### config.mk
export PLATFORM = sky130hd
export DESIGN_NAME = lpc_cycle_engine
export DESIGN_NICKNAME = d
export VERILOG_FILES = /design/src/rtl/lpc_eng_pkg.sv /design/src/rtl/lpc_addr_gen.sv /design/src/rtl/lpc_sync_watch.sv /design/src/rtl/lpc_drive_mux.sv /design/src/rtl/lpc_cycle_engine.sv
export SDC_FILE = /design/constraint.sdc
export NUM_CORES = 1
export LEC_CHECK = 0
export BUFFER_PORTS_ARGS = -buffer_cell sky130_fd_sc_hd__buf_2
export CAP_MARGIN = 20
export CORE_MARGIN = 5
export CORE_UTILIZATION = 30
export CTS_BUF_LIST = sky130_fd_sc_hd__clkbuf_2
export DETAILED_ROUTE_END_ITERATION = 8
export PLACE_DENSITY_LB_ADDON = 0.3
export SETUP_SLACK_MARGIN = 0.2
export SLEW_MARGIN = 15
export SYNTH_ARGS = -nofsm -noshare
export SYNTH_HDL_FRONTEND = slang
export SYNTH_SLANG_ARGS = --single-unit
export TNS_END_PERCENT = 50
### constraint.sdc
create_clock -name clk -period 4.5 [get_ports clk]
set_input_delay 0.9 -clock clk [delete_from_list [all_inputs] [get_ports clk]]
set_output_delay 0.9 -clock clk [all_outputs]
set_load 0.005 [all_outputs]
### src/rtl/lpc_eng_pkg.sv
// Package: shared state codes, cycle kinds and helpers for the LPC cycle engine.
// Assumes: state codes are visible to the front end and must keep their values.
package lpc_eng_pkg;

    localparam int ADDR_W = 32;

    typedef enum logic [3:0] {
        ST_IDLE  = 4'd0,
        ST_START = 4'd1,
        ST_TYPE  = 4'd2,
        ST_ADDR  = 4'd3,
        ST_MSIZE = 4'd4,
        ST_WDATA = 4'd5,
        ST_TARH  = 4'd6,
        ST_SYNC  = 4'd7,
        ST_RDATA = 4'd8,
        ST_TARS  = 4'd9,
        ST_ABORT = 4'd10
    } eng_state_t;

    typedef enum logic [1:0] {
        KIND_IO  = 2'd0,
        KIND_MEM = 2'd1,
        KIND_FWH = 2'd2
    } cyc_kind_t;

    // Index of the last address nibble for a cycle kind (nibble count minus one).
    function automatic logic [2:0] last_addr_nib(cyc_kind_t k);
        case (k)
            KIND_MEM: return 3'd7;
            KIND_FWH: return 3'd6;
            default:  return 3'd3;
        endcase
    endfunction

endpackage

### src/rtl/lpc_addr_gen.sv
// Module: holds the address of the current byte cycle.
// Loads the start address on command accept and steps by one per byte when the
// command asked for incrementing mode; otherwise the address is left alone.
module lpc_addr_gen
    import lpc_eng_pkg::*;
(
    input  logic              clk,
    input  logic              rst_n,
    input  logic              load_i,
    input  logic [ADDR_W-1:0] base_i,
    input  logic              step_i,
    input  logic              incr_i,
    output logic [ADDR_W-1:0] addr_o
);

    // Address register: load, optional step, else hold.
    always_ff @(posedge clk) begin
        if (!rst_n)
            addr_o <= '0;
        else if (load_i)
            addr_o <= base_i;
        else if (step_i && incr_i)
            addr_o <= addr_o + ADDR_W'(1);
    end


    addr_hold_chk: assert property (@(posedge clk) disable iff (!rst_n)
        (!load_i && !(step_i && incr_i)) |=> $stable(addr_o));

endmodule

### src/rtl/lpc_sync_watch.sv
// Module: counts wait clocks inside one sync phase and flags expiry.
// Assumes limit_i is stable while active_i is high (latched by the caller).
// Expiry is raised on a stalled clock once limit_i stalls have already passed.
module lpc_sync_watch #(
    parameter int LIMIT_W = 8
) (
    input  logic               clk,
    input  logic               rst_n,
    input  logic               active_i,
    input  logic               stall_i,
    input  logic [LIMIT_W-1:0] limit_i,
    output logic               expire_o
);

    logic [LIMIT_W-1:0] cnt_q;

    // Expiry: a stalled clock with the budget already spent.
    always_comb expire_o = active_i && stall_i && (cnt_q == limit_i);

    // Wait counter: cleared outside sync, counts stalled clocks inside it.
    always_ff @(posedge clk) begin
        if (!rst_n || !active_i)
            cnt_q <= '0;
        else if (stall_i && !expire_o)
            cnt_q <= cnt_q + LIMIT_W'(1);
    end


    wait_budget_chk: assert property (@(posedge clk) disable iff (!rst_n)
        active_i |-> (cnt_q <= limit_i));

endmodule

### src/rtl/lpc_drive_mux.sv
// Module: combinational bus driver. Chooses the LAD nibble, its enable and the
// frame strobe from the engine state, phase counter, latched command and address.
// Assumes phase_i stays within the nibble count of the current state.
module lpc_drive_mux
    import lpc_eng_pkg::*;
(
    input  eng_state_t        state_i,
    input  logic [2:0]        phase_i,
    input  cyc_kind_t         kind_i,
    input  logic              write_i,
    input  logic [ADDR_W-1:0] addr_i,
    input  logic [7:0]        wbyte_i,
    output logic [3:0]        lad_o,
    output logic              lad_oe_o,
    output logic              lframe_n_o
);

    logic [2:0]        nib_idx;
    logic [ADDR_W-1:0] shifted;

    // Address nibble select, most significant first.
    always_comb begin
        nib_idx = last_addr_nib(kind_i) - phase_i;
        shifted = addr_i >> {nib_idx, 2'b00};
    end

    // Per-state drive values.
    always_comb begin
        lad_o      = 4'hF;
        lad_oe_o   = 1'b0;
        lframe_n_o = 1'b1;
        case (state_i)
            ST_START: begin
                lframe_n_o = 1'b0;
                lad_oe_o   = 1'b1;
                lad_o      = (kind_i == KIND_FWH) ? (write_i ? 4'hE : 4'hD) : 4'h0;
            end
            ST_TYPE: begin
                lad_oe_o = 1'b1;
                lad_o    = (kind_i == KIND_FWH) ? addr_i[31:28]
                                                : {1'b0, kind_i == KIND_MEM, write_i, 1'b0};
            end
            ST_ADDR: begin
                lad_oe_o = 1'b1;
                lad_o    = shifted[3:0];
            end
            ST_MSIZE: begin
                lad_oe_o = 1'b1;
                lad_o    = 4'h0;
            end
            ST_WDATA: begin
                lad_oe_o = 1'b1;
                lad_o    = phase_i[0] ? wbyte_i[7:4] : wbyte_i[3:0];
            end
            ST_TARH: begin
                lad_oe_o = !phase_i[0];
                lad_o    = 4'hF;
            end
            ST_ABORT: begin
                lframe_n_o = 1'b0;
                lad_oe_o   = 1'b1;
                lad_o      = 4'hF;
            end
            default: begin
                lad_o    = 4'hF;
                lad_oe_o = 1'b0;
            end
        endcase
    end

endmodule

### src/rtl/lpc_cycle_engine.sv
// Module: LPC host bus cycle engine (top). Runs one bus cycle per byte of a
// command: start, type, address, optional memory size, data, turnarounds and
// sync, with a bounded sync wait that ends in a four-clock abort.
// Assumes: start_i is only acted on in idle; command inputs are valid with it;
// wr_byte_i holds the next write byte whenever wr_take_o is high.
module lpc_cycle_engine
    import lpc_eng_pkg::*;
#(
    parameter int LEN_W   = 8,
    parameter int LIMIT_W = 8
) (
    input  logic               clk,
    input  logic               rst_n,
    input  logic               start_i,
    input  logic               cmd_write_i,
    input  logic [1:0]         cmd_kind_i,
    input  logic               cmd_incr_i,
    input  logic [31:0]        addr_i,
    input  logic [LEN_W-1:0]   len_i,
    input  logic [LIMIT_W-1:0] sync_limit_i,
    input  logic [7:0]         wr_byte_i,
    output logic               wr_take_o,
    output logic [7:0]         rd_byte_o,
    output logic               rd_valid_o,
    output logic               done_o,
    output logic               error_o,
    output logic [3:0]         state_o,
    output logic [3:0]         lad_o,
    output logic               lad_oe_o,
    output logic               lframe_n_o,
    input  logic [3:0]         lad_i
);

    localparam int ABORT_CLKS = 4;
    localparam logic [2:0] ABORT_LAST = 3'(ABORT_CLKS - 1);

    eng_state_t         state_q;
    logic [2:0]         phase_q;
    logic [LEN_W-1:0]   left_q;
    cyc_kind_t          kind_q;
    logic               wr_q, incr_q;
    logic [LIMIT_W-1:0] limit_q;
    logic [7:0]         wbuf_q;
    logic [3:0]         rlow_q;
    logic               err_q, done_q, rvalid_q;
    logic [7:0]         rbyte_q;
    logic [ADDR_W-1:0]  cur_addr;
    logic               load, step, in_sync, sync_ready, sync_fail, sync_stall, expire;

    // Decode of sync nibble and address control strobes.
    always_comb begin
        sync_ready = (lad_i == 4'h0);
        sync_fail  = (lad_i == 4'hA);
        sync_stall = !sync_ready && !sync_fail;
        in_sync    = (state_q == ST_SYNC);
        load       = (state_q == ST_IDLE) && start_i && (len_i != '0);
        step       = (state_q == ST_TARS) && phase_q[0] && !err_q && (left_q != LEN_W'(1));
    end

    lpc_addr_gen u_addr (
        .clk    (clk),
        .rst_n  (rst_n),
        .load_i (load),
        .base_i (addr_i),
        .step_i (step),
        .incr_i (incr_q),
        .addr_o (cur_addr)
    );

    lpc_sync_watch #(.LIMIT_W(LIMIT_W)) u_watch (
        .clk      (clk),
        .rst_n    (rst_n),
        .active_i (in_sync),
        .stall_i  (sync_stall),
        .limit_i  (limit_q),
        .expire_o (expire)
    );

    lpc_drive_mux u_mux (
        .state_i    (state_q),
        .phase_i    (phase_q),
        .kind_i     (kind_q),
        .write_i    (wr_q),
        .addr_i     (cur_addr),
        .wbyte_i    (wbuf_q),
        .lad_o      (lad_o),
        .lad_oe_o   (lad_oe_o),
        .lframe_n_o (lframe_n_o)
    );

    // Sequencer: state, phase count, byte count, data buffers and result flags.
    always_ff @(posedge clk) begin
        if (!rst_n) begin
            state_q  <= ST_IDLE;
            phase_q  <= '0;
            left_q   <= '0;
            kind_q   <= KIND_IO;
            wr_q     <= 1'b0;
            incr_q   <= 1'b0;
            limit_q  <= '0;
            wbuf_q   <= '0;
            rlow_q   <= '0;
            err_q    <= 1'b0;
            done_q   <= 1'b0;
            rvalid_q <= 1'b0;
            rbyte_q  <= '0;
        end else begin
            done_q   <= 1'b0;
            rvalid_q <= 1'b0;
            case (state_q)
                ST_IDLE: if (start_i) begin
                    if (len_i == '0) begin
                        done_q <= 1'b1;
                        err_q  <= 1'b1;
                    end else begin
                        state_q <= ST_START;
                        err_q   <= 1'b0;
                        left_q  <= len_i;
                        kind_q  <= (cmd_kind_i == 2'd3) ? KIND_IO : cyc_kind_t'(cmd_kind_i);
                        wr_q    <= cmd_write_i;
                        incr_q  <= cmd_incr_i;
                        limit_q <= sync_limit_i;
                        phase_q <= '0;
                    end
                end
                ST_START: begin
                    if (wr_q) wbuf_q <= wr_byte_i;
                    state_q <= ST_TYPE;
                end
                ST_TYPE: begin
                    state_q <= ST_ADDR;
                    phase_q <= '0;
                end
                ST_ADDR: begin
                    if (phase_q == last_addr_nib(kind_q)) begin
                        phase_q <= '0;
                        if (kind_q == KIND_FWH) state_q <= ST_MSIZE;
                        else                    state_q <= wr_q ? ST_WDATA : ST_TARH;
                    end else begin
                        phase_q <= phase_q + 3'd1;
                    end
                end
                ST_MSIZE: state_q <= wr_q ? ST_WDATA : ST_TARH;
                ST_WDATA, ST_TARH: begin
                    if (phase_q[0]) begin
                        phase_q <= '0;
                        state_q <= (state_q == ST_WDATA) ? ST_TARH : ST_SYNC;
                    end else begin
                        phase_q <= 3'd1;
                    end
                end
                ST_SYNC: begin
                    phase_q <= '0;
                    if (sync_ready) begin
                        state_q <= wr_q ? ST_TARS : ST_RDATA;
                    end else if (sync_fail) begin
                        err_q   <= 1'b1;
                        state_q <= ST_TARS;
                    end else if (expire) begin
                        err_q   <= 1'b1;
                        state_q <= ST_ABORT;
                    end
                end
                ST_RDATA: begin
                    if (phase_q[0]) begin
                        rbyte_q  <= {lad_i, rlow_q};
                        rvalid_q <= 1'b1;
                        phase_q  <= '0;
                        state_q  <= ST_TARS;
                    end else begin
                        rlow_q  <= lad_i;
                        phase_q <= 3'd1;
                    end
                end
                ST_TARS: begin
                    if (phase_q[0]) begin
                        phase_q <= '0;
                        if (err_q || left_q == LEN_W'(1)) begin
                            state_q <= ST_IDLE;
                            done_q  <= 1'b1;
                        end else begin
                            left_q  <= left_q - LEN_W'(1);
                            state_q <= ST_START;
                        end
                    end else begin
                        phase_q <= 3'd1;
                    end
                end
                ST_ABORT: begin
                    if (phase_q == ABORT_LAST) begin
                        phase_q <= '0;
                        state_q <= ST_IDLE;
                        done_q  <= 1'b1;
                    end else begin
                        phase_q <= phase_q + 3'd1;
                    end
                end
                default: state_q <= ST_IDLE;
            endcase
        end
    end

    // Output mapping.
    always_comb begin
        state_o    = state_q;
        wr_take_o  = (state_q == ST_START) && wr_q;
        rd_byte_o  = rbyte_q;
        rd_valid_o = rvalid_q;
        done_o     = done_q;
        error_o    = err_q;
    end


    frame_only_start_abort_chk: assert property (@(posedge clk) disable iff (!rst_n)
        !lframe_n_o |-> (state_q == ST_START || state_q == ST_ABORT));


    bus_released_chk: assert property (@(posedge clk) disable iff (!rst_n)
        (state_q == ST_SYNC || state_q == ST_RDATA || state_q == ST_TARS) |-> !lad_oe_o);


    abort_exit_chk: assert property (@(posedge clk) disable iff (!rst_n)
        (state_q == ST_ABORT && phase_q == ABORT_LAST) |=> (state_q == ST_IDLE && done_o && error_o));


    empty_cmd_chk: assert property (@(posedge clk) disable iff (!rst_n)
        (state_q == ST_IDLE && start_i && len_i == '0) |=> (done_o && error_o && state_q == ST_IDLE));


    rd_valid_after_data_chk: assert property (@(posedge clk) disable iff (!rst_n)
        (state_q == ST_RDATA && phase_q[0]) |=> (rd_valid_o && state_q == ST_TARS));


    done_in_idle_chk: assert property (@(posedge clk) disable iff (!rst_n)
        done_o |-> (state_q == ST_IDLE));

endmodule

Yosys cells after proc, flatten, opt, wreduce, memory -nomap -nowiden:

Index checks and enable logic that the tools add are counted.

* register bits after elaboration: 90
* output and inout bits: 22
* logic and storage cells: 147

* add/subtract/negate cells: 5
* equality and inequality tests: 30
* shifts and indexed selects: 1
* muxes and demuxes: 52
* bitwise gates (word level): 2
* reduce and logical (&&, ||, !) cells: 42

Operators by type and width (number)
* 32-bit 2-to-1 mux: 2
* 4-bit 2-to-1 mux: 13
* 4-bit one-hot mux with 10 select lines: 1
* 32-bit by 1-bit adder with 32-bit output, second input constant: 1
* 8-bit 2-to-1 mux: 4
* 32-bit by 5-bit >> shifter with 4-bit output: 1
* 4-bit one-hot mux with 5 select lines: 1
* 3-bit 2-to-1 mux: 6
* 2-bit != test, second input constant: 9
* 4-bit by 3-bit equality test with 1-bit output, second input constant: 4
* 4-bit equality test, second input constant: 4
* 8-bit one-hot mux with 2 select lines: 1
* 1-bit 2-to-1 mux: 15
* 3-bit one-hot mux with 5 select lines: 1
* 1-bit logical AND: 11
* 8-bit by 1-bit adder with 8-bit output, second input constant: 1
* 4-bit by 2-bit equality test with 1-bit output, second input constant: 2
* 8-bit by 1-bit equality test with 1-bit output, second input constant: 1
* 8-bit equality test: 1
* 4-bit zero test: 2
* 8-bit zero test: 1
* 2-bit 2-to-1 mux: 4
* 8-bit by 1-bit != test with 1-bit output, second input constant: 1
* 2-bit AND reduction: 4
* other kinds (26): 41

Longest topological paths before layout:

Gate-level depths: netlist (run 1).

* word-level depth: 9
* depth in mapped cells: 9
* mapped depth without buffers: 8

Cells and area by module:

From an unflattened synthesis (run 1), not the netlist that was laid out.

* cells, all modules: 709
* area, all modules: 5806.8 um^2

Modules (own cells, without submodules)
* lpc_cycle_engine: instances 1, cells each 329, area each 2645.0 um^2
* lpc_addr_gen: instances 1, cells each 251, area each 2006.9 um^2
* lpc_drive_mux: instances 1, cells each 73, area each 673.1 um^2
* lpc_sync_watch: instances 1, cells each 56, area each 481.7 um^2

Worst setup path after synthesis (run 1):

No wires, ideal clock.

* path kind: register -> output
* from: register kind_q[0]
* to: output lad_o[1]
* arrival time: 2.087 ns
* path slack: 1.513 ns
* cell stages (with the launch flop): 10
* buffers on the path: 1
* cells stage by stage: dfxtp_1 > inv_1 > ha_1 > ha_1 > ha_1 > buf_1 > mux4_2 > mux2i_1 > nor2_1 > or3_1

* word-level cells in the longest chain between the ends: 5
* elaborated cells on any way between the ends: 8
* classes of those cells: add/sub (1); eq/ne (2); shift (1); mux (4)

RTL lines
* start: declaration: line lpc_cycle_engine.sv:40 `cyc_kind_t kind_q;`
* start signal: assignment: line lpc_cycle_engine.sv:119 `kind_q <= (cmd_kind_i == 2'd3) ? KIND_IO : cyc_kind_t'(cmd_kind_i);`
* 2-bit equality test / 2-bit by 1-bit equality test with 1-bit output (equally long branches): line lpc_eng_pkg.sv:29, lpc_drive_mux.sv:36, lpc_drive_mux.sv:40
* 3-bit one-hot mux with 2 select lines: line lpc_eng_pkg.sv:29 `case (k)`
* 3-bit subtractor: line lpc_drive_mux.sv:23 `nib_idx = last_addr_nib(kind_i) - phase_i;`
* 32-bit by 5-bit >> shifter with 4-bit output: line lpc_drive_mux.sv:24 `shifted = addr_i >> {nib_idx, 2'b00};`
* 4-bit one-hot mux with 5 select lines (*): line lpc_drive_mux.sv:32 `case (state_i)`
* end: declaration: line lpc_cycle_engine.sv:28 `output logic [3:0] lad_o,`

Mark *: on every way between the ends. The rest lies on a longest branch, timed or not.

Worst setup path after layout (run 1):

Same ends and word-level chain as after synthesis.

==> flow_summary.yaml, run 1 <==
synthesis:
  synthCells: 662
  synthTopCellsByArea: "dfxtp_1 (33%), a21oi_1 (6.2%), o21ai_0 (5.3%), nand2_1 (5.2%), mux2i_1 (4.1%)"
  yosys.area.top_type: "dfxtp_1"
  syn_area_per_cell_um2: 8.14
  synth_top_area_share_pct: 33.4
  synthesis.area_um2: 5390
  synth_seq_area_share_pct: 33.4
  synth-edff-count: 0
  syn_nets: 740
  async_flop_share_pct: 0
  synth_seq_cells: 90
  synth_cell_types: 65
  synthFlopType: "dfxtp_1"
  yosysWarnings: 0
route:
  firstDrtPassIters: 5
  drt_iter0_markers: 275
  wl_per_cell_um: 15.9
  dr_wl_met3_um: 879
  drcViolationCount: 0
  finalWirelength_um: 15200
  num_vias: 5058
  wl_met2_um: 6750
  highest_layer: "met5"
  viasPerCell: 5.29
  ant_nets: 0
  wl_met1_um: 7360
clock_network:
  cts.clk_slew.worst_paths_ps: 260
  post-cts-setup-buffers: 0
  ctsHtreeMaxLevel: 3
  clock_sinks: 90
  clk_latency_ps: 630
  cts.path.max_buffers: 2
  ctsHoldBuffers: 0
  cts_tree: "built"
  cts_buffers: 9
  clockRootBuffer: "clkbuf_2"
floorplanning:
  die_width_um: 144
  io_pins: 89
  initial_core_util_pct: 30.2
  dieHeight_um: 144
  core-area_um2: 17800
  rows: 49
  die-area_um2: 20700
critical_path:
  crit_type: "reg -> out"
  critPathMaxFanout: 9
  worst_r2r_path_depth: 5
  end_kind: "output pin"
  required_ps: 3600
  crit_arrival_ps: 3130
  startpoint_type: "flop"
sta:
  rsz0062_at_grt: "false"
  hold_viol_final: 0
  finalSetupTns_ps: 0
  fin_skew_ps: 37.8
  setup-violations-final: 0
  worst_pin_slew_ps: 942
  drv_slew: 0
  period_needed_ps: 4030
  max-slew-margin-rel_pct: 37.1
  finalCritPeriodShare_pct: 89.5
  fmaxAchievable_mhz: 248
placement:
  io_buffers: 88
  gp_congestion: 0.845
  place_hpwl_um: 11000
global_routing:
  grt_start_max_net_pins: 52
  grt_pass1_wl_um: 24700
  track_usage_pct: 14.8
  gr-total-overflow: 0
  grt_pass1_vias: 4760
  antenna_found_initial: 2
power_and_ir_drop:
  p_leak_nw: 2.27
  peakVddDrop_uv: 141
  p_total_mw: 2.58
  p_per_area_nw_per_um2: 423
status:
  status: "finished, final reports clean"
cells_and_area:
  final_net_count: 799
  synthToLayoutAreaGrowth_pct: 12.8
  drive_above_1_share_pct: 19.7
flow_run:
  max_cap_viol_count: 0
worst_hold_path:
  hold_depth: 2
  hp-class: "reg -> reg"
-- flip-flops by register name (all words and copies together), names as in the netlist, 2 cells and up --
signal,cells
rd_byte_o,8
state_o,4
u_watch.cnt_q,8
phase_q,3
kind_q,2
rlow_q,4
u_addr.addr_o,32
limit_q,8
wbuf_q,8
left_q,8
-- cells in the mapped netlist, types with 4 or more instances --
master     n
a21oi_1   67
a31oi_1   23
and2_1     4
and3_1     6
buf_2     11
buf_6      4
clkbuf_1  29
dfxtp_1   90
ha_1      11
inv_1     21
mux2_2     4
mux2i_1   22
mux4_2     8
nand2_1   75
nand2b_1   4
nand3_1   24
nand4_1    7
nor2_1    40
nor3_1     8
nor4_1    10
o21ai_0   57
o21bai_1   4
o31ai_1   20
or3_1     12
or4_1     19
xnor2_1    6
xor2_1    17
-- through the flow --
stage / cells / cell area (µm²) / hold WS, ps / worst slack, ps / util (%)
CTS: 954 / 6060 / 418 / 320 / 34.0
floorplan: 662 / 5390 / 432 / 1510 / -
global placement: 938 / 5940 / 445 / 1020 / 33.3
detailed placement: 938 / 5940 / 445 / 954 / 33.3
finish: 957 / 6080 / 469 / 474 / 34.1
global route: 956 / 6080 / 418 / 234 / 34.1
-- kinds of logic (layout without fill, tap and decap cells) --
logic type | count (synthesis) | after routing | share of synthesized area, %
other cells | 0 | 2 | 0
buf+inv | 67 | 131 | 5.48
fa+ha+maj | 11 | 11 | 2.55
simple gates | 235 | 235 | 23.9
mux | 34 | 34 | 8.26
flops | 90 | 90 | 33.4
xor+xnor | 23 | 23 | 3.74
compound gates | 202 | 202 | 22.7
-- worst max-delay path, cell delays in order (launching register included) --
cell	delay, ps
dfxtp_1	410
inv_1	50
ha_1	330
ha_4	210
ha_1	460
mux4_2	360
mux2i_1	160
nor2_1	50
or3_1	320
buf_2	140
-- worst paths after layout --
kind / start / to / slack (ps)
setup / recovery: kind_q[0] / lad_o[1] / 470
hold / removal: rd_byte_o[2] / rd_byte_o[2] / 470
setup reg to reg: state_o[2] / u_addr.addr_o[29] / 1550
hold reg to reg: rd_byte_o[2] / rd_byte_o[2] / 470
-- power by group --
| group | total (mW) | internal (mW) | leakage, nW | switching, mW |
|---|---|---|---|---|
| sequential | 1.14 | 0.929 | 0.736 | 0.211 |
| clock | 0.425 | 0.126 | 0.0596 | 0.300 |
| combinational | 1.01 | 0.425 | 1.48 | 0.585 |
| total | 2.58 | 1.48 | 2.27 | 1.10 |
-- cell type report --
class                   count  area, µm²
fillers                  1914      11800
diodes                      2       5.00
multi-input cells         505       3310
flip-flops and latches     90       1800
well taps                 229        287
clock inverters             7       68.8
repair buffers             94        485
clock buffers               9       45.0
inverters                  21       78.8
-- placed cells by master, fill, tap and decap left out, drive strengths merged, types with 4 or more instances in the layout --
cell,count
nand2,75
or4,20
a31oi,24
ha,11
nand4,10
mux4,8
o21ai,57
xnor2,6
nor3,8
o31ai,20
inv,22
nor4,14
nand3,27
mux2,4
a21oi,67
nor2,41
o21bai,4
buf,94
dfxtp,90
nand2b,4
or3,12
xor2,17
clkbuf,9
mux2i,22
and2,4
and3,6
-- routing by layer --
| layer | up-vias | GRT usage, % |
|---|---|---|
| met1 | 2364 | 20.5 |
| li1 | 2573 | - |
| met5 | - | 0 |
| met2 | 100 | 22.6 |
| met3 | 19 | 4.13 |
| met4 | 2 | 4.06 |
-- what timing repair did --
action                                  4_1_cts  5_1_grt
resized for setup                             1        1
endpoints found under the setup margin        1        2
endpoints found under the hold margin         0        0
(Power assumes the default switching activity.)
==> inputs of run 2 (changes only) <==
- CORE_UTILIZATION: 30 -> 53
- clock period: 4.5 -> 3.25 ns (I/O delays scaled with it)
==> run 2 against run 1 <==
The flow now finishes with violations (design-rule violations, negative setup slack); hold slack got worse by 210 ps; worst setup slack got worse by 660 ps; first-iteration DRC count increased by 46%.
==> flow_summary.yaml, run 2 (same netlist as run 1, synthesis figures left out) <==
critical_path:
  worst_r2r_path_depth: 5
  critPathLaunch: "kind_q[0]"
  r2r-start: "state_o[2]"
  startpoint_type: "flop"
  critPathMaxFanout: 4
  end_kind: "output pin"
  crit_arrival_ps: 2780
  crit_type: "reg -> out"
  required_ps: 2600
placement:
  gp_congestion: 0.967
  io_buffers: 88
  place_hpwl_um: 10100
  pre_cts_slack_ps: 127
cells_and_area:
  multiInputGateArea_um2: 3350
  diodes: 0
  final.fill_count: 872
  synthToLayoutAreaGrowth_pct: 14.0
  largest_register: "u_addr.addr_o"
  regArea_um2: 1810
  drive_above_1_share_pct: 22.5
  final_net_count: 812
  largest_reg_flops: 32
  layout_common_cells: "dfxtp_1 (87), buf_2 (87), nand2_1 (75)"
global_routing:
  track_usage_pct: 22.5
  gr-total-overflow: 0
  antenna_found_initial: 0
  grt_pass1_wl_um: 23500
  grt_start_max_net_pins: 77
  grt_pass1_vias: 5007
clock_network:
  cts.clk_slew.worst_paths_ps: 270
  ctsHtreeMaxLevel: 3
  clock_sinks: 90
  ctsHoldBuffers: 0
  cts_tree: "built"
  cts_buffers: 9
  clk_latency_ps: 600
  clockRootBuffer: "clkbuf_2"
  cts.path.max_buffers: 2
route:
  viasPerCell: 6.03
  firstDrtPassIters: 7
  finalWirelength_um: 14000
  drcViolationCount: 1
  num_vias: 5258
  ant_nets: 0
  drt_iter0_markers: 401
  wl_per_cell_um: 16.1
sta:
  worst_pin_slew_ps: 660
  period_needed_ps: 3430
  max-slew-margin-rel_pct: 55.6
  setup_ws_ps: -183
  finalCritPeriodShare_pct: 106
  fin_skew_ps: 46.4
  finalSetupTns_ps: -574
  drv_slew: 0
  rsz0062_at_grt: "true"
  setup-violations-final: 4
  fmaxAchievable_mhz: 291
  hold_viol_final: 0
flow_run:
  max_cap_viol_count: 0
power_and_ir_drop:
  p_per_area_nw_per_um2: 600
  p_total_mw: 3.69
  peakVddDrop_uv: 363
  p_leak_nw: 2.37
worst_hold_path:
  hp-class: "in -> reg"
  hold_start: "sync_limit_i[0]"
  hold_depth: 3
floorplanning:
  initial_core_util_pct: 54.6
  die_width_um: 111
  dieHeight_um: 111
  die-area_um2: 12300
  io_pins: 89
  rows: 36
  core-area_um2: 9860
status:
  status: "finished, violations left"
  violations: "design-rule violations, negative setup slack"
run 2: cell type report:
cell class	count	area share, %
Clock inverter	6	1.22
Timing Repair Buffer	107	10.1
Sequential cell	90	29.4
Multi-Input combinational cell	505	54.5
Tap cell	133	2.71
Clock buffer	10	0.815
Inverter	21	1.28
run 2: per-stage QoR:
| stage | utilization [%] | hold WS (ps) | cell area [µm²] | instances |
|---|---|---|---|---|
| finish | 62.3 | 255 | 6140 | 872 |
| global route | 62.3 | 199 | 6140 | 872 |
| CTS | 62.1 | 237 | 6130 | 872 |
| detailed placement | 59.7 | 452 | 5890 | 849 |
| global placement | 59.7 | 443 | 5890 | 849 |
| floorplan | - | 432 | 5390 | 662 |
run 2: routing by layer:
layer	up-vias	GRT usage (%)	part of all wire, %
met5	-	0	0
met4	0	6.90	1.8
met3	26	5.79	6.1
met2	171	38.1	48
met1	2473	28.2	44
li1	2588	-	-
run 2: critical path: stages (launching register included):
cell and delay, ps:
dfxtp_2 400, inv_2 40, ha_4 160, ha_4 300, buf_12 110, mux4_2 500
mux2i_1 170, nor2_1 60, or3_4 330, buf_6 120
run 2: worst paths after layout:
kind | to | slack, ps
worst min register to register | rd_byte_o[1] | 470
worst max-delay path | lad_o[1] | -180
worst min-delay path | limit_q[0] | 260
worst max register to register | u_addr.addr_o[29] | 650
run 2: power breakdown:
part           internal [mW]  total (mW)  switching (mW)
Sequential              1.29        1.58           0.288
Clock                  0.192       0.620           0.428
Combinational          0.664        1.49           0.826
Total                   2.15        3.69            1.54
run 2: what timing repair did:
action                     4_1_cts  5_1_grt
gates resized for setup         13        4
pin swaps                        1        1
buffers inserted                 7        0
setup endpoints to repair        4        6
